File: src/rtl/prot_pkg.sv
// Package: shared encodings for the fault protection controller.
// Assumes: gate override and cause code values are part of the port contract.
package prot_pkg;

    typedef enum logic [1:0] {
        GATE_RUN     = 2'd0,
        GATE_ALL_OFF = 2'd1,
        GATE_LS_ON   = 2'd2,
        GATE_FLOAT   = 2'd3
    } gate_e;

    typedef enum logic [2:0] {
        CAUSE_NONE = 3'd0,
        CAUSE_OV   = 3'd1,
        CAUSE_OT   = 3'd2,
        CAUSE_UV   = 3'd3,
        CAUSE_OC   = 3'd4
    } cause_e;

endpackage

File: src/rtl/fault_filter.sv
// Module: fault_filter
// Counts consecutive cycles with flag_i high and raises trip_o during the
// cycle in which the flag is high for the HOLD_CYCLES-th time in a row.
// Assumes: HOLD_CYCLES >= 1; clr_i empties the counter like a low flag.
module fault_filter #(
    parameter int HOLD_CYCLES = 200
) (
    input  logic clk,
    input  logic rst_n,
    input  logic clr_i,
    input  logic flag_i,
    output logic trip_o
);
    localparam int CW = $clog2(HOLD_CYCLES + 1);
    localparam logic [CW-1:0] LAST = CW'(HOLD_CYCLES - 1);

    logic [CW-1:0] cnt_q;

    // Trip when the flag is present and all earlier cycles of the window were.
    assign trip_o = flag_i && (cnt_q == LAST);

    // Consecutive-high counter, saturating at the last window position.
    always_ff @(posedge clk) begin
        if (!rst_n || clr_i || !flag_i) begin
            cnt_q <= '0;
        end else if (cnt_q != LAST) begin
            cnt_q <= cnt_q + 1'b1;
        end
    end

    AST_FILT_RESTART: assert property (@(posedge clk) disable iff (!rst_n)
        !flag_i |=> cnt_q == '0);

    AST_FILT_RANGE: assert property (@(posedge clk) disable iff (!rst_n)
        cnt_q <= LAST);

endmodule

File: src/rtl/oc_event_counter.sv
// Module: oc_event_counter
// Tallies low-side current-limit events. Each accepted event below the limit
// issues a one-cycle restart request; the event reaching EVENTS_TO_LATCH sets
// a sticky latch instead.
// Assumes: clr_i (enable low or bias loss) is the only way to empty the tally.
module oc_event_counter #(
    parameter int EVENTS_TO_LATCH = 4
) (
    input  logic clk,
    input  logic rst_n,
    input  logic clr_i,
    input  logic evt_i,
    input  logic hold_i,
    output logic restart_o,
    output logic latch_o
);
    localparam int CW = $clog2(EVENTS_TO_LATCH + 1);
    localparam logic [CW-1:0] FINAL_IDX = CW'(EVENTS_TO_LATCH - 1);

    logic [CW-1:0] cnt_q;
    logic          lat_q;
    logic          restart_q;
    logic          accept;

    // An event counts only while no latch already owns the switches.
    assign accept = evt_i && !hold_i && !lat_q && !clr_i;

    // Event tally and sticky latch; restarts never rewind the tally.
    always_ff @(posedge clk) begin
        if (!rst_n || clr_i) begin
            cnt_q     <= '0;
            lat_q     <= 1'b0;
            restart_q <= 1'b0;
        end else begin
            restart_q <= 1'b0;
            if (accept) begin
                if (cnt_q == FINAL_IDX) begin
                    lat_q <= 1'b1;
                end else begin
                    cnt_q     <= cnt_q + 1'b1;
                    restart_q <= 1'b1;
                end
            end
        end
    end

    assign restart_o = restart_q;
    assign latch_o   = lat_q;

    AST_OC_CNT_RANGE: assert property (@(posedge clk) disable iff (!rst_n)
        cnt_q <= FINAL_IDX);

    AST_OC_NO_RESTART_LATCHED: assert property (@(posedge clk) disable iff (!rst_n)
        restart_q |-> !lat_q);

    AST_OC_LATCH_CAUSE: assert property (@(posedge clk) disable iff (!rst_n)
        $rose(lat_q) |-> $past(evt_i));

endmodule

File: src/rtl/thermal_hold.sv
// Module: thermal_hold
// Holds a non-latching over-temperature state from the hot report until the
// cooled report, giving the hysteresis band between the two thresholds.
// Assumes: only the system reset clears it; enable has no say over heat.
module thermal_hold (
    input  logic clk,
    input  logic rst_n,
    input  logic hot_i,
    input  logic cool_i,
    output logic active_o
);
    logic ot_q;

    // Set on hot, release on cool; hot wins if both are reported.
    always_ff @(posedge clk) begin
        if (!rst_n) begin
            ot_q <= 1'b0;
        end else if (hot_i) begin
            ot_q <= 1'b1;
        end else if (cool_i) begin
            ot_q <= 1'b0;
        end
    end

    assign active_o = ot_q;

    AST_OT_SET_CAUSE: assert property (@(posedge clk) disable iff (!rst_n)
        $rose(ot_q) |-> $past(hot_i));

    AST_OT_RELEASE_CAUSE: assert property (@(posedge clk) disable iff (!rst_n)
        $fell(ot_q) |-> ($past(cool_i) && !$past(hot_i)));

endmodule

File: src/rtl/fault_arbiter.sv
// Module: fault_arbiter
// Combinational priority pick: high output, over-temperature, low output,
// over-current latch, then a pending restart; the winner sets gate and code.
// Assumes: inputs are registered state, so outputs are glitch-free per cycle.
module fault_arbiter
    import prot_pkg::*;
(
    input  logic   ov_i,
    input  logic   ot_i,
    input  logic   uv_i,
    input  logic   oc_i,
    input  logic   restart_i,
    output gate_e  gate_o,
    output cause_e cause_o
);
    // Priority resolution of the active causes.
    always_comb begin
        gate_o  = GATE_RUN;
        cause_o = CAUSE_NONE;
        if (ov_i) begin
            gate_o  = GATE_LS_ON;
            cause_o = CAUSE_OV;
        end else if (ot_i) begin
            gate_o  = GATE_ALL_OFF;
            cause_o = CAUSE_OT;
        end else if (uv_i) begin
            gate_o  = GATE_ALL_OFF;
            cause_o = CAUSE_UV;
        end else if (oc_i) begin
            gate_o  = GATE_FLOAT;
            cause_o = CAUSE_OC;
        end else if (restart_i) begin
            gate_o  = GATE_ALL_OFF;
        end
    end

endmodule

File: src/rtl/prot_fault_ctrl.sv
// Module: prot_fault_ctrl (top)
// Fault response controller for a step-down converter: filters the voltage
// flags, latches their responses, tallies current-limit events, tracks the
// thermal hold and resolves one gate override and one cause code.
// Assumes: all inputs are synchronous to clk; filter lengths are in cycles.
module prot_fault_ctrl
    import prot_pkg::*;
#(
    parameter int OV_FILTER_CYCLES = 200,
    parameter int UV_FILTER_CYCLES = 3000,
    parameter int OC_LATCH_EVENTS  = 4
) (
    input  logic       clk,
    input  logic       rst_n,
    input  logic       en_i,
    input  logic       bias_ok_i,
    input  logic       ov_flag_i,
    input  logic       uv_flag_i,
    input  logic       uv_arm_i,
    input  logic       oc_evt_i,
    input  logic       ot_hot_i,
    input  logic       ot_cool_i,
    output logic [1:0] gate_mode_o,
    output logic       ss_restart_o,
    output logic [2:0] fault_code_o
);
    localparam int N_FILT = 2;
    localparam int IDX_OV = 0;
    localparam int IDX_UV = 1;

    logic              clr;
    logic [N_FILT-1:0] filt_in;
    logic [N_FILT-1:0] filt_trip;
    logic              ov_lat_q;
    logic              uv_lat_q;
    logic              oc_lat;
    logic              oc_restart;
    logic              ot_active;
    gate_e             gate_sel;
    cause_e            cause_sel;

    // Latch clearing: enable low or bias supply lost.
    assign clr = !en_i || !bias_ok_i;

    // Undervoltage is only observed while monitoring is armed.
    assign filt_in[IDX_OV] = ov_flag_i;
    assign filt_in[IDX_UV] = uv_flag_i && uv_arm_i;

    // One debounce filter per voltage fault, each with its own window.
    for (genvar g = 0; g < N_FILT; g++) begin : g_filt
        localparam int WIN = (g == IDX_OV) ? OV_FILTER_CYCLES : UV_FILTER_CYCLES;
        fault_filter #(
            .HOLD_CYCLES(WIN)
        ) filt_i (
            .clk    (clk),
            .rst_n  (rst_n),
            .clr_i  (clr),
            .flag_i (filt_in[g]),
            .trip_o (filt_trip[g])
        );
    end

    // Sticky voltage-fault latches set by their filter trips.
    always_ff @(posedge clk) begin
        if (!rst_n || clr) begin
            ov_lat_q <= 1'b0;
            uv_lat_q <= 1'b0;
        end else begin
            if (filt_trip[IDX_OV]) ov_lat_q <= 1'b1;
            if (filt_trip[IDX_UV]) uv_lat_q <= 1'b1;
        end
    end

    oc_event_counter #(
        .EVENTS_TO_LATCH(OC_LATCH_EVENTS)
    ) occ_i (
        .clk       (clk),
        .rst_n     (rst_n),
        .clr_i     (clr),
        .evt_i     (oc_evt_i),
        .hold_i    (ov_lat_q || uv_lat_q || ot_active),
        .restart_o (oc_restart),
        .latch_o   (oc_lat)
    );

    thermal_hold oth_i (
        .clk      (clk),
        .rst_n    (rst_n),
        .hot_i    (ot_hot_i),
        .cool_i   (ot_cool_i),
        .active_o (ot_active)
    );

    fault_arbiter arb_i (
        .ov_i      (ov_lat_q),
        .ot_i      (ot_active),
        .uv_i      (uv_lat_q),
        .oc_i      (oc_lat),
        .restart_i (oc_restart),
        .gate_o    (gate_sel),
        .cause_o   (cause_sel)
    );

    assign gate_mode_o  = gate_sel;
    assign fault_code_o = cause_sel;
    assign ss_restart_o = oc_restart && !ov_lat_q && !ot_active && !uv_lat_q;

    AST_CLEAR_EFFECT: assert property (@(posedge clk) disable iff (!rst_n)
        (!en_i || !bias_ok_i) |=> (fault_code_o == CAUSE_NONE || fault_code_o == CAUSE_OT));

    AST_OV_HOLDS: assert property (@(posedge clk) disable iff (!rst_n)
        (ov_lat_q && en_i && bias_ok_i) |=> gate_mode_o == GATE_LS_ON);

    AST_UV_NEEDS_ARM: assert property (@(posedge clk) disable iff (!rst_n)
        $rose(uv_lat_q) |-> $past(uv_arm_i));

    AST_RESTART_OFF: assert property (@(posedge clk) disable iff (!rst_n)
        ss_restart_o |-> (gate_mode_o == GATE_ALL_OFF && fault_code_o == CAUSE_NONE));

    AST_OT_WINS_UV: assert property (@(posedge clk) disable iff (!rst_n)
        (ot_active && !ov_lat_q) |-> fault_code_o == CAUSE_OT);

endmodule

File: config.mk
export PLATFORM = sky130hd
export DESIGN_NAME = prot_fault_ctrl
export DESIGN_NICKNAME = d
export VERILOG_FILES = /design/src/rtl/prot_pkg.sv /design/src/rtl/fault_filter.sv /design/src/rtl/oc_event_counter.sv /design/src/rtl/thermal_hold.sv /design/src/rtl/fault_arbiter.sv /design/src/rtl/prot_fault_ctrl.sv
export SDC_FILE = /design/constraint.sdc
export NUM_CORES = 1
export LEC_CHECK = 0
export BUFFER_PORTS_ARGS = -buffer_cell sky130_fd_sc_hd__buf_2
export CAP_MARGIN = 15
export CELL_PAD_IN_SITES_DETAIL_PLACEMENT = 0
export CELL_PAD_IN_SITES_GLOBAL_PLACEMENT = 1
export CORE_UTILIZATION = 46
export CTS_CLUSTER_DIAMETER = 120
export DETAILED_ROUTE_END_ITERATION = 12
export GPL_TIMING_DRIVEN = 0
export HOLD_SLACK_MARGIN = 0.06
export PLACE_DENSITY_LB_ADDON = 0.1
export SLEW_MARGIN = 20
export SYNTH_ARGS = -nofsm -noshare
export SYNTH_HDL_FRONTEND = slang
export SYNTH_SLANG_ARGS = --single-unit
File: constraint.sdc
create_clock -name clk -period 3.5 [get_ports clk]
set_clock_uncertainty 0.1 [all_clocks]
set_input_delay 0.525 -clock clk [delete_from_list [all_inputs] [get_ports clk]]
set_output_delay 0.525 -clock clk [all_outputs]
set_load 0.005 [all_outputs]
==> run_results.csv, run 1 <==
group,metric,value,unit
synthesis,synthMuxAreaShare,1.431,%
timing,rsz0062_at_grt,"no",
setup_path,reg2reg_depth,5,
global_routing,antenna_found_initial,0,
timing,hold_viol_final,0,
synthesis,yosysSeqAreaShare,40.07,%
synthesis,synthSimpleGateAreaFrac,29.79,%
die,die_w,57.15,um
setup_path,start_kind,"register",
routing,vias,1251,
synthesis,synth-adder-area-share,3.578,%
setup_path,critPathRequiredTime,2.87,ns
synthesis,async_flop_share,0,%
timing,fin_ws,1.362,ns
final_layout,stdcell_area,0.001565,mm^2
synthesis,synth_cell_types,42,
timing,fmax,467.7,MHz
timing,maxSlewViolCount,0,
final_layout,area_growth,11.90,%
synthesis,ys_top_cells_by_count,"28 x dfxtp_1, 16 x a21oi_1, 12 x nand3_1",
synthesis,yosysTopAreaCell,"dfxtp_1",
routing,ant_nets,0,
pwr,vdd_drop_max,0.0001602,V
hold_path,hold_class,"in -> reg",
timing,setup_viol,0,
timing,min_period_over_period,61.09,%
clock_tree,clock_latency,0.33,ns
timing,tightest_slew,0.5710,ns
die,core-area,0.002829,mm^2
synthesis,synth_compound_area_share,20.04,%
clock_tree,cts-root-buf,"clkbuf_4",
synthesis,synth_area_leaders,"dfxtp_1 40%, a21oi_1 5.7%, nand3_1 4.3%, ha_1 3.6%, o31ai_1 3.2%",
clock_tree,cts_tree,"yes",
routing,via_per_inst,5.986,
clock_tree,cts_buffer_depth,2,
setup_path,cp.arrival,1.51,ns
placed_design,place_ws,1.722,ns
routing,drc_errors,0,
die,dieArea,0.003266,mm^2
synthesis,netlist_area,0.001399,mm^2
die,initial_core_util,49.45,%
synthesis,synth_edf_count,0,
final_layout,fin_nets,193,
clock_tree,cts_hold_buf,0,
placed_design,io_buffers,15,
synthesis,yosysTopAreaCellShare,40.07,%
placed_design,dp_cells,205,
timing,maxSlewHeadroom,61.64,%
routing,wire_per_inst,13.52,um
synthesis,avgSynthCellArea,8.798,um^2
die,ios,16,
setup_path,crit_path_end_kind,"output pin",
clock_tree,cts_setup_buffers,0,
timing,period_needed,2.138,ns
clock_tree,htree_levels,1,
synthesis,synth.most_common_cell,"dfxtp_1",
global_routing,grt_pass1_wl,4719,um
global_routing,grt_start_max_net_pins,17,
clock_tree,cts_buffers,3,
global_routing,grt_overflow,0,
placed_design,placed_area,0.001513,mm^2
placed_design,finalWeightedCongestion,0.8494,
global_routing,grt.total_usage,18.28,%
final_layout,drive_gt1_share,16.29,%
final_layout,fin_cells,209,
synthesis,synthesis.nets,173,
clock_tree,cts_sinks,28,
setup_path,cpMaxStageDelayCell,"nor3_1",
clock_tree,clkSlewWorstSetupHoldPaths,0.16,ns
synthesis,ys_ff_latch,28,
timing,tns,0,ns
setup_path,crit_chain,"nor3_1 -> and2_1 -> buf_2",
synthesis,synth_top_family_by_area,"simple AND/OR/NAND/NOR gates",
setup_path,cp_max_fo,6,
final_layout,antenna_cells,0,
status,status,"finished clean",
placed_design,dpl.hpwl,2087,um
synthesis,synth-main-ff-cell,"dfxtp_1",
die,die_height,57.15,um
routing,first_pass_iters,6,
setup_path,cp_slowest_stage_delay,0.50,ns
hold_path,holdPathStages,2,
global_routing,grt_pass1_vias,1130,
routing,drt-initial-drc-count,31,
final_layout,final.fill_count,266,
routing,drt-total-wl,2825,um
synthesis,synth-xor-area-share,1.252,%
synthesis,synth_warnings,0,
setup_path,timing.setup.critical_path_class,"reg -> out",
die,rows,19,
synthesis,syn_inst,159,
pwr,p_per_area,357.8,mW/mm^2
pwr,p_leak,0.5698,nW
clock_tree,cts_resized,0,
job,max_cap_violations,0,
## area by class of cell
type                       count  area (um^2)  share of cell area, %
multi-input combinational    121        784.5                  50.12
sequential                    28        560.5                  35.81
timing repair buffer          15        75.07                  4.796
tap                           31        38.79                  2.478
buffer                         5        35.03                  2.238
clock inverter                 1        30.03                  1.918
clock buffer                   3        22.52                  1.439
inverter                       5        18.77                  1.199
## stage by stage
| step | power [mW] | hold WS [ns] | util, % |
|---|---|---|---|
| floorplan | 0.3400 | 0.3407 | - |
| global placement | 0.3504 | 0.3568 | 53.47 |
| detailed placement | 0.3513 | 0.3738 | 53.47 |
| CTS | 0.5658 | 0.2843 | 55.33 |
| global route | 0.5832 | 0.2662 | 55.33 |
| finish | 0.5600 | 0.2984 | 55.33 |
## layer usage
metal	share of wire (%)	global-route usage [%]
met5	0	0
met4	0.64	7.317
met3	2.2	3.175
met2	47	29.58
met1	50	24.29
## critical path, delay by kind of cell, from the launching register on
family / cells / cell delay, ns
and+or+nand+nor: 2 / 0.71
buffers and inverters: 1 / 0.10
DFF: 1 / 0.38
## power breakdown
| group | leakage (nW) | internal (mW) | total, mW | switching, mW |
|---|---|---|---|---|
| Combinational | 0.316 | 0.0100 | 0.0228 | 0.0127 |
| Clock | 0.0279 | 0.116 | 0.215 | 0.0995 |
| Sequential | 0.226 | 0.321 | 0.322 | 0.00139 |
## path summary, 6_finish.rpt
| kind | start | end | slack [ns] |
|---|---|---|---|
| min reg2reg | occ_i.cnt_q[2] | occ_i.cnt_q[2] | 0.39 |
| max | uv_lat_q | ss_restart_o | 1.36 |
| max reg2reg | occ_i.cnt_q[0] | occ_i.cnt_q[0] | 1.69 |
| min | ot_hot_i | oth_i.active_o | 0.30 |
## cell usage in the layout (no fill, tap or decap), types with 3 or more instances in the layout
cell type   n
dfxtp_1    28
a21oi_1    16
buf_2      16
nand3_1    12
nor2_1     10
nand2_1    10
nand4_1     7
or3_1       7
o31ai_1     6
o21ai_0     6
inv_1       5
or4_1       5
ha_1        4
nor3_1      3
and3_1      3
a31oi_1     3
clkbuf_4    3
## sequential cells by signal, summed over array words and instances (netlist names)
name                 cells
g_filt.filt_i.cnt_q     20
occ_i.cnt_q              3
occ_i.latch_o            1
occ_i.restart_o          1
oth_i.active_o           1
ov_lat_q                 1
uv_lat_q                 1
## cells by family (layout without fill, tap and decap cells)
group                      count (synthesis)  in the layout
AOI/OAI and AO/OA                         43             43
xor gates and xnor gates                   2              2
adders and majority gates                  4              4
buffers and inverters                     10             29
DFF                                       28             28
muxes                                      2              2
and+or+nand+nor                           70             70
No activity file was read; power rests on OpenSTA's default activity.
==> run 2: changes to the inputs <==
Settings changed: CORE_UTILIZATION 46 to 39.
Clock period 3.5 ns to 1.84 ns, I/O delays scaled along.
==> run_results.csv, run 2 (synthesized netlist as in run 1, its figures left out) <==
group,metric,value,unit
timing,min_period_over_period,95.61,%
routing,ant_nets,0,
die,dieArea,0.003830,mm^2
clock_tree,cts_buffer_depth,2,
clock_tree,htree_levels,1,
pwr,p_clk_share,31.5,%
hold_path,hold_class,"in -> reg",
clock_tree,cts_buffers,3,
pwr,power.internal,753.7,uW
setup_path,cp.arrival,1.93,ns
routing,drc_errors,0,
clock_tree,clock_latency,0.33,ns
timing,tightest_slew,0.4922,ns
die,core-area,0.003390,mm^2
timing,setup_viol,0,
global_routing,grt_pass1_vias,1161,
clock_tree,cts_setup_buffers,0,
setup_path,crit_chain,"ha_1 -> ha_2 -> or2_2 -> or4_1 -> a21oi_2",
placed_design,placed_area,0.001531,mm^2
final_layout,fin_cells,226,
final_layout,largest_reg_flops,20,
timing,fmax,568.4,MHz
clock_tree,cts-root-buf,"clkbuf_4",
routing,drt-initial-drc-count,111,
setup_path,critPathRequiredTime,2.01,ns
clock_tree,cts_sinks,28,
pwr,power.switching,211.3,uW
placed_design,dpl.hpwl,2223,um
routing,vias,1276,
placed_design,finalWeightedCongestion,0.7578,
final_layout,drive_gt1_share,18.33,%
pwr,vdd_drop_max,0.0004357,V
pwr,p_leak,0.5725,nW
routing,wire_per_inst,13.29,um
pwr,p_per_area,603.0,mW/mm^2
setup_path,cpMaxStageDelayCell,"or4_1",
setup_path,cp_max_fo,3,
pwr,p_seq_share,63.5,%
routing,first_pass_iters,4,
job,max_cap_violations,0,
final_layout,post-route-util,47.21,%
final_layout,fin_nets,195,
pwr,switching_share,21.90,%
global_routing,grt_start_max_net_pins,16,
clock_tree,cts_tree,"yes",
die,die_w,61.89,um
timing,rsz0062_at_grt,"no",
routing,via_per_inst,5.646,
global_routing,grt.total_usage,16.78,%
timing,tns,0,ns
status,status,"finished clean",
final_layout,stdcell_area,0.001600,mm^2
die,die_height,61.89,um
pwr,p_comb_share,5.0,%
final_layout,antenna_cells,0,
final_layout,area_growth,14.40,%
placed_design,io_buffers,15,
clock_tree,clkSlewWorstSetupHoldPaths,0.15,ns
global_routing,grt_overflow,0,
die,initial_core_util,41.27,%
timing,maxSlewHeadroom,66.73,%
die,ios,16,
die,rows,21,
global_routing,antenna_found_initial,0,
final_layout,mostFrequentLayoutCells,"27 x dfxtp_1, 16 x buf_2, 15 x a21oi_1, 12 x nand3_1",
final_layout,largestRegisters,"g_filt.filt_i.cnt_q: 20 flops, occ_i.cnt_q: 3 flops",
timing,maxSlewViolCount,0,
setup_path,timing.setup.critical_path_class,"reg -> reg",
routing,drt-total-wl,3003,um
timing,hold_viol_final,0,
final_layout,regMostFlops,"g_filt.filt_i.cnt_q",
setup_path,start_kind,"register",
setup_path,cp_slowest_stage_delay,0.43,ns
timing,period_needed,1.759,ns
setup_path,crit_path_end_kind,"register",
timing,whs,0.1324,ns
placed_design,dp_cells,220,
global_routing,grt_pass1_wl,4733,um
final_layout,final_common_cell,"dfxtp_1",
## run 2: cell count changes in the layout (fill, tap and decap cells not counted), sizes merged
cell / before / now
bufinv: 1 / 0
clkbuf: 5 / 6
dlygate4sd3: 0 / 2
## run 2: area by class of cell
type                       instances  area (um^2)
tap                               46        57.56
multi-input combinational        121        795.8
clock buffer                       4        36.28
sequential                        28        561.8
inverter                           5        18.77
fill                             355         1789
timing repair buffer              17        95.09
buffer                             5        35.03
## run 2: final timing paths
path                   from                         to  slack (ns)  cells after the start
max          occ_i.cnt_q[0]             occ_i.cnt_q[0]        0.08                      5
min               ov_flag_i  g_filt[0].filt_i.cnt_q[1]        0.13                      3
max reg2reg  occ_i.cnt_q[0]             occ_i.cnt_q[0]        0.08                      5
min reg2reg  occ_i.cnt_q[2]             occ_i.cnt_q[2]        0.40                      2
## run 2: through the flow
step / total power [mW] / setup WS (ns)
floorplan: 0.6468 / 0.1941
global placement: 0.6671 / 0.1435
detailed placement: 0.6687 / 0.1188
CTS: 0.9760 / 0.07500
global route: 0.9971 / 0.001383
finish: 0.9650 / 0.08068
## run 2: power groups by stage
stage / combinational (mW) / clock [mW] / sequential, mW
CTS: 0.0476 / 0.316 / 0.613
global placement: 0.0419 / 0 / 0.625
finish: 0.0481 / 0.304 / 0.613
floorplan: 0.0221 / 0 / 0.625
global route: 0.0544 / 0.330 / 0.613
detailed placement: 0.0434 / 0 / 0.625
## run 2: routing by layer
layer  GRT usage (%)  vias up  wire [um]
met5               0        -          0
met1           17.64      604       1364
met3           4.555        2         90
li1                -      653          -
met4           3.810        0         16
met2           32.87       17       1531
## run 2: critical path, delay by kind of cell (launching register included)
family          cells  cell delay, ns
simple gates        2            0.73
fa+ha+maj           2            0.37
flops               1            0.36
compound gates      1            0.14
## run 2: timing repair
item | 4_1_cts | 5_1_grt
endpoints found under the hold margin | 1 | 0
endpoints found under the setup margin | 1 | 1
gates resized for setup | 1 | 3
hold buffers | 2 | 0
